===== config.mk =====
export PLATFORM = sky130hd
export DESIGN_NAME = mux_gate_fabric
export DESIGN_NICKNAME = d
export VERILOG_FILES = /design/src/rtl/mgf_pkg.sv /design/src/rtl/mgf_pick.sv /design/src/rtl/mgf_cell.sv /design/src/rtl/mgf_usage.sv /design/src/rtl/mux_gate_fabric.sv
export SDC_FILE = /design/constraint.sdc
export NUM_CORES = 1
export LEC_CHECK = 0
export BUFFER_PORTS_ARGS = -buffer_cell sky130_fd_sc_hd__buf_2
export CAP_MARGIN = 20
export CORE_ASPECT_RATIO = 1.2
export CORE_MARGIN = 4
export CORE_UTILIZATION = 40
export CTS_BUF_LIST = sky130_fd_sc_hd__clkbuf_4 sky130_fd_sc_hd__clkbuf_8
export CTS_CLUSTER_DIAMETER = 40
export DETAILED_ROUTE_END_ITERATION = 8
export GPL_TIMING_DRIVEN = 0
export PLACE_DENSITY = 0.73
export SYNTH_ARGS = -nofsm -noshare
export SYNTH_HDL_FRONTEND = slang
export SYNTH_SLANG_ARGS = --single-unit

===== constraint.sdc =====
create_clock -name clk -period 6.9 [get_ports clk]
set_input_delay 0.345 -clock clk [delete_from_list [all_inputs] [get_ports clk]]
set_output_delay 0.345 -clock clk [all_outputs]
set_load 0.02 [all_outputs]

===== src/rtl/mgf_pkg.sv =====
package mgf_pkg;
   localparam int FN_W = 2;
   typedef enum logic [FN_W-1:0] {
      FN_AND  = 2'd0,
      FN_OR   = 2'd1,
      FN_NOT  = 2'd2,
      FN_ZERO = 2'd3
   } cell_fn_e;
endpackage


===== src/rtl/mgf_pick.sv =====
module mgf_pick #(
   parameter int SRC_N = 4,
   parameter int SEL_W = 2
) (
   input  logic [SEL_W-1:0] sel,
   input  logic [SRC_N-1:0] src,
   output logic             y
);
   localparam logic [SEL_W:0] LIMIT = SRC_N[SEL_W:0];

   generate
      if ((1 << SEL_W) < SRC_N) begin : g_bad
         $error("mgf_pick: select too narrow for source count");
      end
   endgenerate

   always_comb begin
      if ({1'b0, sel} < LIMIT) y = src[sel];
      else                     y = 1'b0;
   end
endmodule


===== src/rtl/mgf_cell.sv =====
module mgf_cell
   import mgf_pkg::*;
#(
   parameter int SRC_N = 4,
   parameter int SEL_W = 2
) (
   input  cell_fn_e         fn_i,
   input  logic [SEL_W-1:0] sel_a,
   input  logic [SEL_W-1:0] sel_b,
   input  logic [SRC_N-1:0] src,
   output logic             y
);
   logic opnd_a, opnd_b;

   mgf_pick #(.SRC_N(SRC_N), .SEL_W(SEL_W)) u_pick_a (
      .sel(sel_a), .src(src), .y(opnd_a));
   mgf_pick #(.SRC_N(SRC_N), .SEL_W(SEL_W)) u_pick_b (
      .sel(sel_b), .src(src), .y(opnd_b));

   always_comb begin
      unique case (fn_i)
         FN_AND:  y = opnd_a & opnd_b;
         FN_OR:   y = opnd_a | opnd_b;
         FN_NOT:  y = ~opnd_a;
         default: y = 1'b0;
      endcase
   end
endmodule


===== src/rtl/mgf_usage.sv =====
module mgf_usage #(
   parameter int N_IN  = 1,
   parameter int N_ST  = 3,
   parameter int N_OUT = 1,
   parameter int ROWS  = 3,
   parameter int COLS  = 3,
   localparam int CELLS  = ROWS * COLS,
   localparam int OP_SRC = 2 + N_IN + N_ST + ROWS,
   localparam int OP_W   = $clog2(OP_SRC),
   localparam int SK_SRC = N_IN + CELLS,
   localparam int SK_W   = $clog2(SK_SRC),
   localparam int CELL_W = 2 + 2 * OP_W,
   localparam int ARR_W  = CELLS * CELL_W,
   localparam int CFG_W  = ARR_W + (N_ST + N_OUT) * SK_W,
   localparam int CNT_W  = $clog2(CELLS + 1)
) (
   input  logic [CFG_W-1:0] cfg,
   output logic [CNT_W-1:0] used_cnt
);
   localparam int LEFT_LO = 2 + N_IN + N_ST;

   logic [CELLS-1:0] reach;

   always_comb begin
      reach = '0;
      for (int j = 0; j < N_ST + N_OUT; j++) begin
         int s;
         s = int'(cfg[ARR_W + j*SK_W +: SK_W]);
         if (s >= N_IN && s < SK_SRC) reach[s - N_IN] = 1'b1;
      end
      for (int c = COLS - 1; c >= 1; c--) begin
         for (int r = 0; r < ROWS; r++) begin
            int k, fn, a, b;
            k  = c * ROWS + r;
            fn = int'(cfg[k*CELL_W +: 2]);
            a  = int'(cfg[k*CELL_W + 2 +: OP_W]);
            b  = int'(cfg[k*CELL_W + 2 + OP_W +: OP_W]);
            if (reach[k]) begin
               if (fn != 3 && a >= LEFT_LO && a < OP_SRC)
                  reach[(c-1)*ROWS + a - LEFT_LO] = 1'b1;
               if (fn < 2 && b >= LEFT_LO && b < OP_SRC)
                  reach[(c-1)*ROWS + b - LEFT_LO] = 1'b1;
            end
         end
      end
   end

   always_comb begin
      int n;
      n = 0;
      for (int k = 0; k < CELLS; k++) n += int'(reach[k]);
      used_cnt = CNT_W'(n);
   end
endmodule


===== src/rtl/mux_gate_fabric.sv =====
module mux_gate_fabric
   import mgf_pkg::*;
#(
   parameter int N_IN  = 1,
   parameter int N_ST  = 3,
   parameter int N_OUT = 1,
   parameter int ROWS  = 3,
   parameter int COLS  = 3,
   localparam int CELLS  = ROWS * COLS,
   localparam int OP_SRC = 2 + N_IN + N_ST + ROWS,
   localparam int OP_W   = $clog2(OP_SRC),
   localparam int SK_SRC = N_IN + CELLS,
   localparam int SK_W   = $clog2(SK_SRC),
   localparam int CELL_W = 2 + 2 * OP_W,
   localparam int ARR_W  = CELLS * CELL_W,
   localparam int CFG_W  = ARR_W + (N_ST + N_OUT) * SK_W,
   localparam int CNT_W  = $clog2(CELLS + 1)
) (
   input  logic             clk,
   input  logic             rst,
   input  logic             cfg_load,
   input  logic [CFG_W-1:0] cfg_word,
   input  logic [N_IN-1:0]  pin,
   output logic [N_OUT-1:0] pout,
   output logic [N_ST-1:0]  state,
   output logic [CNT_W-1:0] used_cnt
);
   generate
      if (N_IN < 1 || N_ST < 1 || N_OUT < 1 || ROWS < 1 || COLS < 1) begin : g_bad
         $error("mux_gate_fabric: every dimension must be at least 1");
      end
   endgenerate

   logic [CFG_W-1:0]  cfg_q;
   logic [N_ST-1:0]   st_q;
   logic [N_ST-1:0]   d_nxt;
   logic [CELLS-1:0]  cell_y;
   logic [SK_SRC-1:0] sk_src;

   assign sk_src = {cell_y, pin};

   // cell grid: one source vector per column, one cell per row
   for (genvar c = 0; c < COLS; c++) begin : g_col
      logic [OP_SRC-1:0] op_src;
      if (c == 0) begin : g_first
         assign op_src = {{ROWS{1'b0}}, st_q, pin, 2'b10};
      end else begin : g_inner
         assign op_src = {cell_y[(c-1)*ROWS +: ROWS], st_q, pin, 2'b10};
      end
      for (genvar r = 0; r < ROWS; r++) begin : g_row
         localparam int K    = c * ROWS + r;
         localparam int BASE = K * CELL_W;
         mgf_cell #(.SRC_N(OP_SRC), .SEL_W(OP_W)) u_cell (
            .fn_i (cell_fn_e'(cfg_q[BASE +: 2])),
            .sel_a(cfg_q[BASE + 2 +: OP_W]),
            .sel_b(cfg_q[BASE + 2 + OP_W +: OP_W]),
            .src  (op_src),
            .y    (cell_y[K]));
      end
   end

   // sink multiplexers: state inputs first, then primary outputs
   for (genvar j = 0; j < N_ST + N_OUT; j++) begin : g_sink
      logic pick;
      mgf_pick #(.SRC_N(SK_SRC), .SEL_W(SK_W)) u_pick (
         .sel(cfg_q[ARR_W + j*SK_W +: SK_W]),
         .src(sk_src),
         .y  (pick));
      if (j < N_ST) begin : g_st
         assign d_nxt[j] = pick;
      end else begin : g_out
         assign pout[j - N_ST] = pick;
      end
   end

   mgf_usage #(.N_IN(N_IN), .N_ST(N_ST), .N_OUT(N_OUT), .ROWS(ROWS), .COLS(COLS)) u_usage (
      .cfg(cfg_q), .used_cnt(used_cnt));

   always_ff @(posedge clk) begin
      if (rst) begin
         cfg_q <= '0;
         st_q  <= '0;
      end else begin
         st_q <= d_nxt;
         if (cfg_load) cfg_q <= cfg_word;
      end
   end

   assign state = st_q;

   a_r1_reset_clears: assert property (@(posedge clk)
      rst |=> (st_q == '0 && cfg_q == '0));
   a_r2_cfg_held: assert property (@(posedge clk) disable iff (rst)
      (!$past(cfg_load) && !$past(rst)) |-> $stable(cfg_q));
   a_r2_cfg_taken: assert property (@(posedge clk) disable iff (rst)
      ($past(cfg_load) && !$past(rst)) |-> cfg_q == $past(cfg_word));
   a_r6_state_steps: assert property (@(posedge clk) disable iff (rst)
      !$past(rst) |-> st_q == $past(d_nxt));
   a_r8_count_bound: assert property (@(posedge clk) disable iff (rst)
      used_cnt <= CNT_W'(CELLS));
endmodule


==> impl_metrics.yaml <==
power:
  irDropWorstVdd_mv: 0.0943
  power.leakage_nw: 4.45
  p_per_area_nw_per_um2: 171
synthesis:
  yosysWarnings: 0
  synth_top_area_cell: "dfxtp_1"
  synth_edf_count: 0
  synth_top_family_by_area: "simple AND/OR/NAND/NOR gates"
  synthAdderAreaFrac: 0.107
  yosysUniqueCellTypes: 82
  yosys.area_share.simple: 0.222
  muxShareOfSynthArea: 0.144
  ys.flop_type: "dfxtp_1"
  synth_compound_area_frac: 0.205
  synthArstFlopShare: 0
  synthXorXnorAreaFrac: 0.0222
  post_synth_main_area_contributors: "dfxtp_1, mux2i_1, ha_1"
  yosysSeqAreaShare: 0.241
  synth_cells: 1135
  yosys_register_bits: 109
  synth.avg_cell_area_sq_um: 7.98
  syn_nets: 1318
  netlist.area_leader.share: 0.241
  synth_area_sq_um: 9060
clock_tree:
  path_clk_slew_ns: 0.12
  htreeDepth: 3
  cts.path.max_buffers: 2
  cts_sinks: 109
  cts_tree: "yes"
  clock_latency_ns: 0.41
  root_buffer: "clkbuf_8"
  cts_buffers: 9
layout:
  fin_area_sq_um: 10700
  final_cell_mix: "nor2_1, mux2i_1, buf_2"
  n_antenna_cell: 0
  final_cells: 1567
  fillCellCount: 2240
  drive_gt1_frac: 0.191
  area_growth_pct: 18.0
  final_common_cell: "nor2_1"
  nets: 1466
detailed_routing:
  routedWlPerCell_microns: 18.1
  num_vias: 9184
  vias_per_cell: 5.86
  drc: 0
  first_iter_violations: 655
  first_pass_iters: 5
  ant_nets: 0
  drt-total-wl_microns: 28400
status:
  violations: "setup timing"
  status: "finished, violations left"
sta:
  worst_slew_pin_slew_ns: 0.911
  hold_viol: 0
  slew_viol_final: 0
  fin_skew_ns: 0.0137
  fmax_ghz: 0.143
  worst_slack_ns: -0.0779
  fin_crit_ns: 6.98
  setup_viol: 3
  grt_setup_unrepaired: "true"
  fin_crit_sh: 1.01
  relSlewSlack: 0.392
placement:
  portBuffers: 116
  dpl_cell_area_sq_um: 10000
  dpl.hpwl_microns: 21600
  gp_congestion: 0.975
  dp_cells: 1530
floorplan:
  core_area_sq_um: 22400
  start_util: 0.405
  ioPinCount: 118
  rows: 60
  dieWidth_microns: 145
  die_h_microns: 173
  dieArea_sq_um: 25100
grt:
  track_usage: 0.218
  grt_pass1_vias: 8952
  grt.overflow.total: 0
  grt_max_degree: 20
  grt_antenna_before_repair: 0
  grt_pass1_wl_microns: 45200
critical_path:
  r2r_cells: 13
  crit_top_cell: "fa_1"
  timing.rr.start: "state[2]$_SDFF_PP0_"
  r2r_end: "state[2]$_SDFF_PP0_"
  crit_path_start_kind: "flop"
  critPathMaxFanout: 7
  worstPathArrival_ns: 6.63
  critical_path_class: "flop to primary output"
  r2r_slack_ns: 2.06
  cp_slowest_cell: "fa_1"
  required_ns: 6.55
  crit_start: "cfg_q[66]$_SDFFE_PP0P_"
  cp-endpoint: "used_cnt[2]"
  slowest_delay_ns: 0.53
  critPathCaptureType: "primary output"
min_path:
  hp-class: "input port to flop"
job:
  maxCapViolCount: 0
## sequential cells by signal, indices dropped and copies added, names as in the netlist
| signal | flops |
|---|---|
| cfg_q | 106 |
| state | 3 |
## cell usage after synthesis (10+ instances only)
cell and number:
or3_1 12, nor2_1 149, o211ai_1 11, a211oi_1 10, nor4_1 11, ha_1 68
inv_1 70, mux2i_1 120, nand3b_1 18, nor2b_1 11, clkbuf_1 62, nor3_1 42
dfxtp_1 109, nand2_1 70, nand3_1 24, o22ai_1 21, xnor2_1 16, o31ai_1 11
a31oi_1 13, a21oi_1 47, nand2b_1 25, o21ai_0 38
## power breakdown
| group | switching (mW) | internal [mW] |
|---|---|---|
| sequential | 0.0510 | 0.668 |
| combinational | 0.380 | 0.280 |
| clock | 0.258 | 0.191 |
| total | 0.689 | 1.14 |
## worst min path at each step
stage | startpoint | endpoint | slack, ns | cells after the start
floorplan | cfg_q[0]$_SDFFE_PP0P_ | cfg_q[0]$_SDFFE_PP0P_ | 0.46 | 2
global placement | cfg_q[10]$_SDFFE_PP0P_ | cfg_q[10]$_SDFFE_PP0P_ | 0.48 | 2
detailed placement | cfg_q[35]$_SDFFE_PP0P_ | cfg_q[35]$_SDFFE_PP0P_ | 0.48 | 2
CTS | cfg_word[93] | cfg_q[93]$_SDFFE_PP0P_ | 0.15 | 3
global route | cfg_word[45] | cfg_q[45]$_SDFFE_PP0P_ | 0.16 | 3
finish | cfg_word[19] | cfg_q[19]$_SDFFE_PP0P_ | 0.16 | 3
## layout make-up
| class | instances | area, sq um | area share |
|---|---|---|---|
| multi-input combinational | 887 | 6600 | 0.618 |
| timing repair buffer | 144 | 810 | 0.0757 |
| tap | 279 | 349 | 0.0326 |
| clock buffer | 11 | 145 | 0.0136 |
| clock inverter | 5 | 72.6 | 0.00679 |
| inverter | 71 | 274 | 0.0256 |
| sequential | 109 | 2200 | 0.206 |
| buffer | 61 | 239 | 0.0223 |
## metal layers
metal | global-route usage | wire, microns
met1 | 0.258 | 11500
met2 | 0.383 | 13700
met3 | 0.0372 | 1850
met4 | 0.0990 | 1300
met5 | 0 | 0
## stage by stage
step	util	worst slack [ns]	setup TNS (ns)	power [mW]	hold slack, ns
CTS	0.473	0.00582	0	1.80	0.146
detailed placement	0.447	-0.764	-2.20	1.31	0.481
global route	0.478	-0.354	-0.992	1.93	0.163
global placement	0.447	-0.639	-1.71	1.30	0.478
finish	0.478	-0.0779	-0.181	1.83	0.158
floorplan	-	0.00692	0	1.13	0.460
## logic make-up (layout without fill, tap and decap cells)
kind of cell / after synthesis / count (layout)
AND/OR/NAND/NOR: 408 / 408
AO/OA/AOI/OAI: 256 / 256
buffers and inverters: 139 / 292
multiplexers: 125 / 125
flip-flops: 109 / 109
adder cells (fa/ha/maj): 75 / 75
XOR/XNOR: 23 / 23
## worst max-delay path: cells and delay by family (launching register included)
kind	cells	cell delay [ns]
DFF	1	0.40
and+or+nand+nor	6	0.59
buffers and inverters	5	0.54
adders and majority gates	9	2.96
AOI/OAI and AO/OA	5	1.38
xor gates and xnor gates	2	0.34
## repair_timing
item / CTS / global route
endpoints found under the setup margin: 4 / 3
pin swaps: 16 / 21
gates resized for setup: 56 / 24
setup buffers: 20 / 8
hold buffers: 0 / 0
(Power assumes the default switching activity.)
